===== src/rtl/mbx_pkg.sv =====
package mbx_pkg;

    localparam int BYTE_W     = 8;
    localparam int WORD_W     = 32;
    localparam int WORD_BYTES = WORD_W / BYTE_W;
    localparam int SEQ_BYTES  = 1 + 2 * WORD_BYTES;
    localparam int NTX_W      = $clog2(SEQ_BYTES + 1);
    localparam int NRX_W      = $clog2(WORD_BYTES + 1);

    localparam logic [BYTE_W-1:0] CMD_REG_WR = 8'h00;
    localparam logic [BYTE_W-1:0] CMD_REG_RD = 8'h01;

    typedef enum logic [2:0] {
        OP_SEND_BYTE = 3'd0,
        OP_GET_BYTE  = 3'd1,
        OP_SEND_WORD = 3'd2,
        OP_GET_WORD  = 3'd3,
        OP_REG_WR    = 3'd4,
        OP_REG_RD    = 3'd5
    } mbx_op_e;

    typedef enum logic [1:0] {
        ST_IDLE,
        ST_TX,
        ST_RX,
        ST_FIN
    } mbx_state_e;

    typedef struct packed {
        logic [SEQ_BYTES*BYTE_W-1:0] bytes;
        logic [NTX_W-1:0]            ntx;
        logic [NRX_W-1:0]            nrx;
        logic                        guarded;
        logic                        bad;
    } mbx_plan_t;

    // Byte 0 of the outgoing sequence sits in the low byte of 'bytes'.
    function automatic mbx_plan_t make_plan(input logic [2:0] op,
                                            input logic [WORD_W-1:0] addr,
                                            input logic [WORD_W-1:0] data);
        mbx_plan_t p;
        p = '0;
        case (op)
            OP_SEND_BYTE: begin
                p.bytes[BYTE_W-1:0] = data[BYTE_W-1:0];
                p.ntx     = NTX_W'(1);
                p.guarded = 1'b1;
            end
            OP_GET_BYTE:  p.nrx = NRX_W'(1);
            OP_SEND_WORD: begin
                p.bytes[WORD_W-1:0] = data;
                p.ntx = NTX_W'(WORD_BYTES);
            end
            OP_GET_WORD:  p.nrx = NRX_W'(WORD_BYTES);
            OP_REG_WR: begin
                p.bytes = {data, addr, CMD_REG_WR};
                p.ntx   = NTX_W'(SEQ_BYTES);
            end
            OP_REG_RD: begin
                p.bytes[WORD_W+BYTE_W-1:0] = {addr, CMD_REG_RD};
                p.ntx = NTX_W'(1 + WORD_BYTES);
                p.nrx = NRX_W'(WORD_BYTES);
            end
            default: p.bad = 1'b1;
        endcase
        return p;
    endfunction

endpackage


===== src/rtl/mbx_wait_timer.sv =====
module mbx_wait_timer #(
    parameter int CNT_W = 8
) (
    input  logic             clk,
    input  logic             rst,
    input  logic             clr,
    input  logic             en,
    input  logic [CNT_W-1:0] limit,
    output logic             expire
);
    logic [CNT_W-1:0] cnt;

    always_ff @(posedge clk) begin
        if (rst || clr) cnt <= '0;
        else if (en)    cnt <= cnt + 1'b1;
    end

    // Expires on the limit-th consecutive cycle of waiting.
    assign expire = en && (cnt == limit - 1'b1);
endmodule


===== src/rtl/mbx_rx_pack.sv =====
module mbx_rx_pack #(
    parameter int BYTE_W = 8,
    parameter int NBYTES = 4
) (
    input  logic                     clk,
    input  logic                     rst,
    input  logic                     clr,
    input  logic                     put,
    input  logic [BYTE_W-1:0]        din,
    output logic [BYTE_W*NBYTES-1:0] word
);
    localparam int IDX_W = $clog2(NBYTES);

    logic [IDX_W-1:0] idx;

    always_ff @(posedge clk) begin
        if (rst || clr) begin
            word <= '0;
            idx  <= '0;
        end else if (put) begin
            word[idx*BYTE_W +: BYTE_W] <= din;
            idx <= idx + 1'b1;
        end
    end
endmodule


===== src/rtl/mbx_cmd_engine.sv =====
module mbx_cmd_engine
    import mbx_pkg::*;
#(
    parameter int unsigned TX_TMO_CYC = 200_000_000,
    parameter int unsigned RX_TMO_CYC = 100_000_000
) (
    input  logic              clk,
    input  logic              rst,
    input  logic              req_valid,
    output logic              req_ready,
    input  logic [2:0]        req_op,
    input  logic [WORD_W-1:0] req_addr,
    input  logic [WORD_W-1:0] req_data,
    output logic              done,
    output logic [WORD_W-1:0] done_data,
    output logic              done_err,
    output logic              mb_wr_en,
    output logic [BYTE_W-1:0] mb_wr_data,
    output logic              mb_rd_en,
    input  logic [BYTE_W-1:0] mb_rd_data,
    input  logic              mb_tx_empty,
    input  logic              mb_rx_full
);
    localparam int unsigned TMO_MAX = (TX_TMO_CYC > RX_TMO_CYC) ? TX_TMO_CYC : RX_TMO_CYC;
    localparam int CNT_W = $clog2(TMO_MAX + 1);
    localparam logic [CNT_W-1:0] TX_LIM = CNT_W'(TX_TMO_CYC);
    localparam logic [CNT_W-1:0] RX_LIM = CNT_W'(RX_TMO_CYC);

    mbx_state_e                  state;
    logic [SEQ_BYTES*BYTE_W-1:0] txq;
    logic [NTX_W-1:0]            ntx;
    logic [NRX_W-1:0]            nrx;
    logic                        guarded;
    logic                        err;
    mbx_plan_t                   plan;

    logic accept, tx_go, rd_go, tmo_hit, tx_tmo, rx_tmo, rx_step, wait_en;

    assign plan    = make_plan(req_op, req_addr, req_data);
    assign accept  = (state == ST_IDLE) && req_valid;
    assign tx_go   = (state == ST_TX) && mb_tx_empty;
    assign rd_go   = (state == ST_RX) && mb_rx_full;
    assign wait_en = ((state == ST_TX) && !mb_tx_empty) ||
                     ((state == ST_RX) && !mb_rx_full);
    assign tx_tmo  = (state == ST_TX) && guarded && tmo_hit;
    assign rx_tmo  = (state == ST_RX) && tmo_hit;
    assign rx_step = rd_go || rx_tmo;

    mbx_wait_timer #(.CNT_W(CNT_W)) u_timer (
        .clk    (clk),
        .rst    (rst),
        .clr    (accept || tx_go || rx_step || tx_tmo),
        .en     (wait_en),
        .limit  ((state == ST_RX) ? RX_LIM : TX_LIM),
        .expire (tmo_hit)
    );

    mbx_rx_pack #(.BYTE_W(BYTE_W), .NBYTES(WORD_BYTES)) u_pack (
        .clk  (clk),
        .rst  (rst),
        .clr  (accept),
        .put  (rx_step),
        .din  (rd_go ? mb_rd_data : '0),
        .word (done_data)
    );

    always_ff @(posedge clk) begin
        if (rst) begin
            state   <= ST_IDLE;
            txq     <= '0;
            ntx     <= '0;
            nrx     <= '0;
            guarded <= 1'b0;
            err     <= 1'b0;
        end else begin
            case (state)
                ST_IDLE: if (req_valid) begin
                    txq     <= plan.bytes;
                    ntx     <= plan.ntx;
                    nrx     <= plan.nrx;
                    guarded <= plan.guarded;
                    err     <= plan.bad;
                    if (plan.bad)           state <= ST_FIN;
                    else if (plan.ntx != 0) state <= ST_TX;
                    else                    state <= ST_RX;
                end
                ST_TX: if (tx_go) begin
                    txq <= txq >> BYTE_W;
                    ntx <= ntx - 1'b1;
                    if (ntx == NTX_W'(1)) state <= (nrx != 0) ? ST_RX : ST_FIN;
                end else if (tx_tmo) begin
                    err   <= 1'b1;
                    state <= ST_FIN;
                end
                ST_RX: if (rx_step) begin
                    if (rx_tmo) err <= 1'b1;
                    nrx <= nrx - 1'b1;
                    if (nrx == NRX_W'(1)) state <= ST_FIN;
                end
                default: state <= ST_IDLE;
            endcase
        end
    end

    assign req_ready  = (state == ST_IDLE);
    assign done       = (state == ST_FIN);
    assign done_err   = err;
    assign mb_wr_en   = tx_go;
    assign mb_wr_data = txq[BYTE_W-1:0];
    assign mb_rd_en   = rd_go;
endmodule


===== config.mk =====
export PLATFORM = sky130hd
export DESIGN_NAME = mbx_cmd_engine
export DESIGN_NICKNAME = d
export VERILOG_FILES = /design/src/rtl/mbx_pkg.sv /design/src/rtl/mbx_wait_timer.sv /design/src/rtl/mbx_rx_pack.sv /design/src/rtl/mbx_cmd_engine.sv
export SDC_FILE = /design/constraint.sdc
export NUM_CORES = 1
export LEC_CHECK = 0
export BUFFER_PORTS_ARGS = -buffer_cell sky130_fd_sc_hd__buf_2
export CAP_MARGIN = 20
export CORE_ASPECT_RATIO = 1.5
export CORE_MARGIN = 1.5
export CORE_UTILIZATION = 52
export CTS_CLUSTER_DIAMETER = 30
export DETAILED_ROUTE_END_ITERATION = 16
export PLACE_DENSITY_LB_ADDON = 0.15
export SETUP_SLACK_MARGIN = 0.4
export SLEW_MARGIN = 20
export SYNTH_ARGS = -nofsm -noshare
export SYNTH_HDL_FRONTEND = slang
export SYNTH_HIERARCHICAL = 1
export SYNTH_SLANG_ARGS = --single-unit

===== constraint.sdc =====
create_clock -name clk -period 12.7 [get_ports clk]
set_input_delay 0.635 -clock clk [delete_from_list [all_inputs] [get_ports clk]]
set_output_delay 0.635 -clock clk [all_outputs]
set_load 0.05 [all_outputs]

==> flow_summary.ini, run 1 <==
[status]
status = completed

[layout]
antenna_cells = 0
drive_above_1_share_pct = 17.9
nNetsFinal = 1135
fin_cells = 1243
area_delta_synth_final_pct = 18.6

[sta]
max_freq_mhz = 201
max_slew.worst_pin.slew_ns = 1.05
fin_setup_tns_ns = 0
period_share_pct = 39.3
finalMaxSlewViolations = 0
hold_viol_final = 0
finalClockSkew_ns = 0.0115
rsz0062_at_grt = false
setup_viol = 0
fin_crit_ns = 4.99
max-slew-margin-rel_pct = 29.6
whs_ns = 0.449

[critical_path]
cp-end-kind = register
r2r-start = state[0]
crit_required_ns = 13.04
cp_max_fo = 38
path_class = register to register
arrival_ns = 5.33
worstRegToRegCells = 15
setup.worst_path.start_class = register
worstSetupStartpoint = state[0]

[floorplan]
core_mm2 = 0.0141
initial_core_util_pct = 53.6
pin_count = 125
dieWidth_um = 101
dieArea_mm2 = 0.0153
die_h_um = 151
rows = 53

[yosys]
ys_seq_area_share_pct = 38.4
synth_compound_area_share_pct = 20.2
synth_largest_area_cell = dfxtp_1
yosysUniqueCellTypes = 73
yosysTopAreaCellShare_pct = 38.4
syn_area_mm2 = 0.00757
yosys-top-cells-area = dfxtp_1 (38%), nor2_1 (5.4%), a221oi_1 (4.5%), xnor2_1 (4.3%), a21oi_1 (3.4%)
async_flop_share_pct = 0
synth_top_family_by_area = simple AND/OR/NAND/NOR gates
synthAdderAreaFrac_pct = 2.81
yosys.area_share.simple_pct = 25.2
yosysWarnings = 6
syn_avg_cell_area_um2 = 8.44
ys_ff_latch = 145
synth.area.mux_share_pct = 0.678
synth_xor_area_share_pct = 6.71
yosys.cell_count.top_type = dfxtp_1
synth_common_cells = dfxtp_1 (145), nor2_1 (108), nand2_1 (61)
syn_inst = 897
ys.flop_type = dfxtp_1
synth_edf_count = 0

[global_routing]
overflow = 0
grtUsageTotal_pct = 28.0
grt_pass1_vias = 6599
antenna_found_initial = 0
grt_pass1_wl_um = 33300
grt_max_degree = 101

[routing]
top_layer = met4
wl_met3_um = 1160
detail-route-antenna-nets = 0
wirelength_um = 20900
wl_met1_um = 7940
num_vias = 7208
drtPass1Iterations = 7
wl_per_cell_um = 16.8
via_per_inst = 5.80
drt_iter0_markers = 346
drc = 0
routed-wl-met2_um = 11200

[cts]
clock_sinks = 145
cts.clk_slew.worst_paths_ns = 0.07
clk_latency_ns = 0.42
root_buffer = clkbuf_16
cts_tree = built
h-tree-depth = 4
cts_made_buffers = 17
post_cts_buffers = 0
ctsHoldBuffers = 0
clk_path_buf_depth = 2
cts_resized = 0

[min_path]
hp-start = u_pack/word[28]
min_path_type = register to register
min_path_cells = 2

[place]
routabilityCongestion = 0.887
port_buffers = 124
hpwl_um = 14500
place_inst = 1211

[job]
cap_violations = 0

[power_and_ir_drop]
leakage_nw = 3.55
peakVddDrop_mv = 0.134
pwr_density_cell_mw_per_mm2 = 190
power.total_mw = 1.71
per-stage QoR:
| step | area, µm² | util [%] | setup slack [ns] |
|---|---|---|---|
| 6_report | 8970 | 63.5 | 7.71 |
| 5_1_grt | 8970 | 63.5 | 7.27 |
| 2_1_floorplan | 7820 | - | 8.14 |
| 3_3_place_gp | 8380 | 59.3 | 7.96 |
| 4_1_cts | 8970 | 63.5 | 7.74 |
| 3_5_place_dp | 8380 | 59.3 | 7.75 |
power breakdown:
part           internal (mW)  switching (mW)
clock network          0.284           0.215
logic                  0.191           0.378
registers              0.569          0.0725
flip-flops by register name, indices dropped and copies added, names as in the netlist:
signal and flops:
txq 72, u_pack/word 32, u_timer/cnt 28, ntx 4, nrx 3, state 2, u_pack/idx 2, done_err 1
guarded 1
kinds of logic after synthesis:
group                    Yosys count
buffers and inverters            100
flip-flops                       145
XOR/XNOR                          58
other                              2
AND/OR/NAND/NOR                  365
AO/OA/AOI/OAI                    205
multiplexers                       5
adder cells (fa/ha/maj)           17
path summary, 6_finish.rpt:
path | endpoint | slack (ns)
hold reg to reg | u_pack/word[28] | 0.45
setup reg to reg | u_pack/word[5] | 7.71
hold / removal | u_pack/word[28] | 0.45
setup / recovery | u_pack/word[5] | 7.71
layer usage:
metal  up-vias  GRT usage (%)
li1       3533              -
met1      3403           31.8
met2       232           50.4
met3        40           6.22
met4         0           10.5
met5         -              0
worst max-delay path, stage by stage (launching register included):
cell,delay [ns]
dfxtp_1,0.35
inv_1,0.10
ha_1,0.15
buf_4,0.33
inv_1,0.43
nor4_2,0.54
nand4_2,0.27
o21ai_0,0.21
nand4_1,0.13
a2111oi_2,0.32
nand4_1,0.15
nor4_2,0.53
o21a_1,0.49
nor2b_1,0.55
nand4_1,0.17
a21oi_1,0.16
cells in the final DEF (no fill, tap or decap), types with 7 or more instances in the layout:
cell / count
nand3_1: 19
nor2b_1: 15
and3_1: 14
conb_1: 69
nand2_1: 61
nor3_1: 48
buf_2: 124
dfxtp_1: 145
buf_4: 7
nor2_1: 108
a222oi_1: 24
a221oi_1: 39
a21oi_1: 51
ha_1: 16
nand4b_1: 9
a211oi_1: 25
o211ai_1: 7
nand4_1: 25
or3_1: 14
nor4_1: 7
xor2_1: 21
o21ai_0: 19
clkbuf_16: 17
inv_1: 24
xnor2_1: 37
a31oi_1: 8
area by class of cell:
| cell class | instances | area (µm²) |
|---|---|---|
| inverter | 24 | 90.1 |
| sequential | 145 | 2900 |
| clock inverter | 13 | 145 |
| clock buffer | 19 | 443 |
| fill | 1297 | 5150 |
| tap | 192 | 240 |
| multi-input combinational | 719 | 4480 |
| timing repair buffer | 131 | 673 |
(Power assumes the default switching activity.)
==> inputs of run 2 (changes only) <==
==> constraint.sdc (replaced) <==
create_clock -name clk -period 5.05 [get_ports clk]
set_input_delay 0.2525 -clock clk [delete_from_list [all_inputs] [get_ports clk]]
set_output_delay 0.2525 -clock clk [all_outputs]
set_load 0.05 [all_outputs]
==> flow_summary.ini, run 2 (synthesis gave the netlist of run 1 again) <==
[critical_path]
cp-end-kind = register
worstPathCellList = inv_1 -> ha_1 -> inv_1 -> nor4_2 -> nand4_2 -> o21ai_0 -> nand4_1 -> a2111oi_2 -> nand4_1 -> nor4_2 -> o21a_2 -> a311o_1 -> or2_2 -> nor2_1
crit_required_ns = 5.34
arrival_ns = 4.61
slowest_delay_ns = 0.50
setup.worst_path.start_class = register
cp_max_fo = 28
path_class = register to register
slowest_stage = nor4_2

[floorplan]
core_mm2 = 0.0141
dieArea_mm2 = 0.0153
rows = 53
initial_core_util_pct = 53.6
pin_count = 125
dieWidth_um = 101
die_h_um = 151

[min_path]
min_path_type = input port to register

[layout]
antenna_cells = 0
largest_reg_flops = 72
fin_cells = 1244
reg_top3 = txq x72, u_pack/word x32, u_timer/cnt x28
final_common_cell = dfxtp_1
nNetsFinal = 1138
regMostFlops = txq
area_delta_synth_final_pct = 19.4
post-route-util_pct = 64.0
fill_cells = 1296
drive_above_1_share_pct = 18.2
final_cell_mix = dfxtp_1 (145), buf_2 (124), nor2_1 (108), conb_1 (69), nand2_1 (61)

[routing]
via_per_inst = 5.72
drc = 0
detail-route-antenna-nets = 0
num_vias = 7119
wirelength_um = 20800
drtPass1Iterations = 5
wl_per_cell_um = 16.7
drt_iter0_markers = 372

[cts]
root_buffer = clkbuf_16
clk_path_buf_depth = 2
clk_latency_ns = 0.43
cts_resized = 0
cts_made_buffers = 17
clock_sinks = 145
cts.clk_slew.worst_paths_ns = 0.06
h-tree-depth = 4
ctsHoldBuffers = 0
cts_tree = built
post_cts_buffers = 0

[sta]
finalClockSkew_ns = 0.00821
fin_crit_ns = 4.33
finalMaxSlewViolations = 0
setup_slack_ns = 0.721
setup_viol = 0
max_freq_mhz = 231
max-slew-margin-rel_pct = 28.4
fin_setup_tns_ns = 0
max_slew.worst_pin.slew_ns = 1.07
period_share_pct = 85.7
rsz0062_at_grt = false
hold_viol_final = 0

[global_routing]
met3_usage_pct = 6.13
grt_pass1_vias = 6578
busiest_layer = met2
grt_pass1_wl_um = 32900
overflow = 0
grt_max_degree = 101
antenna_found_initial = 0
met2_usage_pct = 48.2
grtUsageMet1_pct = 31.1
grtUsageTotal_pct = 27.9

[place]
port_buffers = 124
routabilityCongestion = 0.865
place_inst = 1214
hpwl_um = 14500
pre_cts_slack_ns = 0.610

[power_and_ir_drop]
pwr_density_cell_mw_per_mm2 = 486
power.total_mw = 4.39
peakVddDrop_mv = 0.277
leakage_nw = 3.57

[status]
status = completed

[job]
cap_violations = 0
==> run 2: cell count changes in the layout (fill, tap and decap cells not counted), sizes merged <==
cell	delta
buf	+3
bufinv	+3
clkinvlp	+3
inv	-5
clkbuf	-1
clkinv	-2
==> run 2: final timing paths <==
check | from | slack, ns | cells past startpoint | end
max reg2reg | state[0] | 0.72 | 14 | u_timer/cnt[9]
max | state[0] | 0.72 | 14 | u_timer/cnt[9]
min reg2reg | u_pack/word[25] | 0.45 | 2 | u_pack/word[25]
min | req_data[28] | 0.09 | 3 | txq[68]
==> run 2: critical path, delay by kind of cell (launching register included) <==
family | cells | cell delay (ns)
simple gates | 7 | 2.17
compound gates | 4 | 1.05
fa+ha+maj | 1 | 0.39
flops | 1 | 0.35
buf+inv | 2 | 0.21
==> run 2: per-layer routing <==
| metal | up-vias | share of wire (%) | wire length, µm |
|---|---|---|---|
| li1 | 3532 | - | - |
| met1 | 3303 | 38 | 7970 |
| met2 | 232 | 52 | 10700 |
| met3 | 52 | 5.0 | 1050 |
| met4 | 0 | 4.9 | 1030 |
| met5 | - | 0 | 0 |
==> run 2: power breakdown <==
part | total, mW | switching [mW] | internal (mW)
Combinational | 1.45 | 0.951 | 0.500
Sequential | 1.61 | 0.181 | 1.43
Clock | 1.33 | 0.504 | 0.826
Total | 4.39 | 1.64 | 2.76
==> run 2: cell type report <==
cell class,instances,area (µm²),share of cell area (%)
multi-input cells,719,4480,49.6
flip-flops and latches,145,2900,32.1
repair buffers,134,708,7.84
clock buffers,18,429,4.75
well taps,192,240,2.66
clock inverters,12,184,2.04
inverters,24,90.1,0.997
==> run 2: through the flow <==
step	hold WS [ns]	instance area [µm²]
floorplan	0.404	7820
global placement	0.438	8420
detailed placement	0.442	8420
CTS	0.0778	9030
global route	0.0950	9030
finish	0.0917	9030
==> inputs of run 3 (changes only) <==
--- a/config.mk
+++ b/config.mk
@@ -9,7 +9,7 @@
 export CAP_MARGIN = 20
 export CORE_ASPECT_RATIO = 1.5
 export CORE_MARGIN = 1.5
-export CORE_UTILIZATION = 52
+export CORE_UTILIZATION = 25
 export CTS_CLUSTER_DIAMETER = 30
 export DETAILED_ROUTE_END_ITERATION = 16
 export PLACE_DENSITY_LB_ADDON = 0.15
==> flow_summary.ini, run 3 (synthesis gave the netlist of run 1 again) <==
[power_and_ir_drop]
clockPowerShare_pct = 29.0
p_switching_mw = 1.68
p_seq_share_pct = 36.7
swShare_pct = 38.3
combPwrFrac_pct = 34.2
internal_power_mw = 2.71
leakage_nw = 3.56
peakVddDrop_mv = 0.235
pwr_density_cell_mw_per_mm2 = 475

[layout]
regMostFlops = txq
fill_cells = 3276
largest_reg_flops = 72
seqCellArea_mm2 = 0.00290
final_cell_mix = dfxtp_1 (145), buf_2 (124), nor2_1 (108), conb_1 (69), nand2_1 (61)
area_delta_synth_final_pct = 22.3
reg_top3 = txq x72, u_pack/word x32, u_timer/cnt x28
final_area_mm2 = 0.00926
nNetsFinal = 1137
drive_above_1_share_pct = 17.9
final_common_cell = dfxtp_1
multi_input_area_mm2 = 0.00450

[cts]
clk_latency_ns = 0.43
cts_tree = built
cts_made_buffers = 17
h-tree-depth = 4
root_buffer = clkbuf_16
post_cts_buffers = 0
cts_resized = 0
clock_sinks = 145
cts.clk_slew.worst_paths_ns = 0.06
clk_path_buf_depth = 2
ctsHoldBuffers = 0

[critical_path]
arrival_ns = 4.55
cp-end-kind = register
crit_required_ns = 5.42
slowest_delay_ns = 0.45
setup.worst_path.start_class = register
cp_max_fo = 13
worstPathCellList = inv_1 -> ha_2 -> inv_1 -> nor4_2 -> nand4_2 -> o21ai_0 -> nand4_1 -> a2111oi_2 -> nand4_1 -> nor4_4 -> o21a_2 -> and3b_1 -> and3_4 -> a32o_2
slowest_stage = nor4_2
path_class = register to register

[sta]
max-slew-margin-rel_pct = 26.4
max_slew.worst_pin.slew_ns = 1.10
rsz0062_at_grt = false
finalMaxSlewViolations = 0
max_freq_mhz = 239
hold_viol_final = 0
setup_viol = 0
fin_crit_ns = 4.18
period_share_pct = 82.8
fin_setup_tns_ns = 0
setup_slack_ns = 0.866
finalClockSkew_ns = 0.00865

[place]
hpwl_um = 18300
pre_cts_slack_ns = 0.515
routabilityCongestion = 0.782
port_buffers = 124
place_area_mm2 = 0.00867

[routing]
detail-route-antenna-nets = 0
wl_per_cell_um = 17.7
num_vias = 7040
drc = 0
drt_iter0_markers = 412
drtPass1Iterations = 5
via_per_inst = 4.87
wirelength_um = 25600

[floorplan]
core_mm2 = 0.0297
rows = 77
dieArea_mm2 = 0.0313
initial_core_util_pct = 25.5
pin_count = 125
dieWidth_um = 145
die_h_um = 216

[global_routing]
overflow = 0
grt_pass1_wl_um = 40500
grt_max_degree = 83
grtUsageTotal_pct = 16.6
grt_pass1_vias = 7062
antenna_found_initial = 6

[job]
cap_violations = 0

[status]
status = completed

[min_path]
min_path_type = input port to register
-- run 3: cell type report --
class                   count  share of cell area (%)
clock buffers              24                    4.99
multi-input cells         719                    48.6
repair buffers            133                    7.57
well taps                 395                    5.34
diodes                      1                  0.0270
clock inverters             6                    1.16
flip-flops and latches    145                    31.4
inverters                  24                   0.973
-- run 3: power groups by stage --
stage          registers, mW  clock network [mW]  logic, mW
3_5_place_dp            1.64                   0       1.52
2_1_floorplan           1.58                   0       1.15
3_3_place_gp            1.64                   0       1.52
4_1_cts                 1.62                1.31       1.53
5_1_grt                 1.65                1.36       1.67
6_report                1.62                1.28       1.51
-- run 3: per-layer routing --
| layer | wire length [µm] | global-route usage [%] | part of all wire, % | vias up |
|---|---|---|---|---|
| li1 | - | - | - | 3544 |
| met1 | 10300 | 18.3 | 40 | 3323 |
| met2 | 13500 | 30.4 | 53 | 141 |
| met3 | 1220 | 4.19 | 4.8 | 26 |
| met4 | 546 | 6.36 | 2.1 | 6 |
| met5 | 26 | 0 | 0.10 | - |
-- run 3: worst paths after layout --
| path | end | depth (start not counted) | slack [ns] | start |
|---|---|---|---|---|
| min reg2reg | u_pack/word[25] | 2 | 0.45 | u_pack/word[25] |
| max reg2reg | u_pack/word[17] | 14 | 0.87 | state[0] |
| max | u_pack/word[17] | 14 | 0.87 | state[0] |
| min | txq[69] | 3 | 0.09 | req_data[29] |
-- run 3: worst max-delay path, delay by kind of cell (launching register included) --
kind                     cells  cell delay (ns)
AND/OR/NAND/NOR              7             2.20
AO/OA/AOI/OAI                4             1.08
flip-flops                   1             0.35
adder cells (fa/ha/maj)      1             0.31
buffers and inverters        2             0.20
-- run 3: metrics by stage --
step           instances  hold WS (ns)  power (mW)  utilization [%]
3_3_place_gp        1416         0.440        3.16             29.2
5_1_grt             1447        0.0836        4.68             31.2
3_5_place_dp        1416         0.447        3.16             29.2
6_report            1447        0.0917        4.40             31.2
2_1_floorplan        964         0.404        2.73                -
4_1_cts             1446        0.0695        4.46             31.1
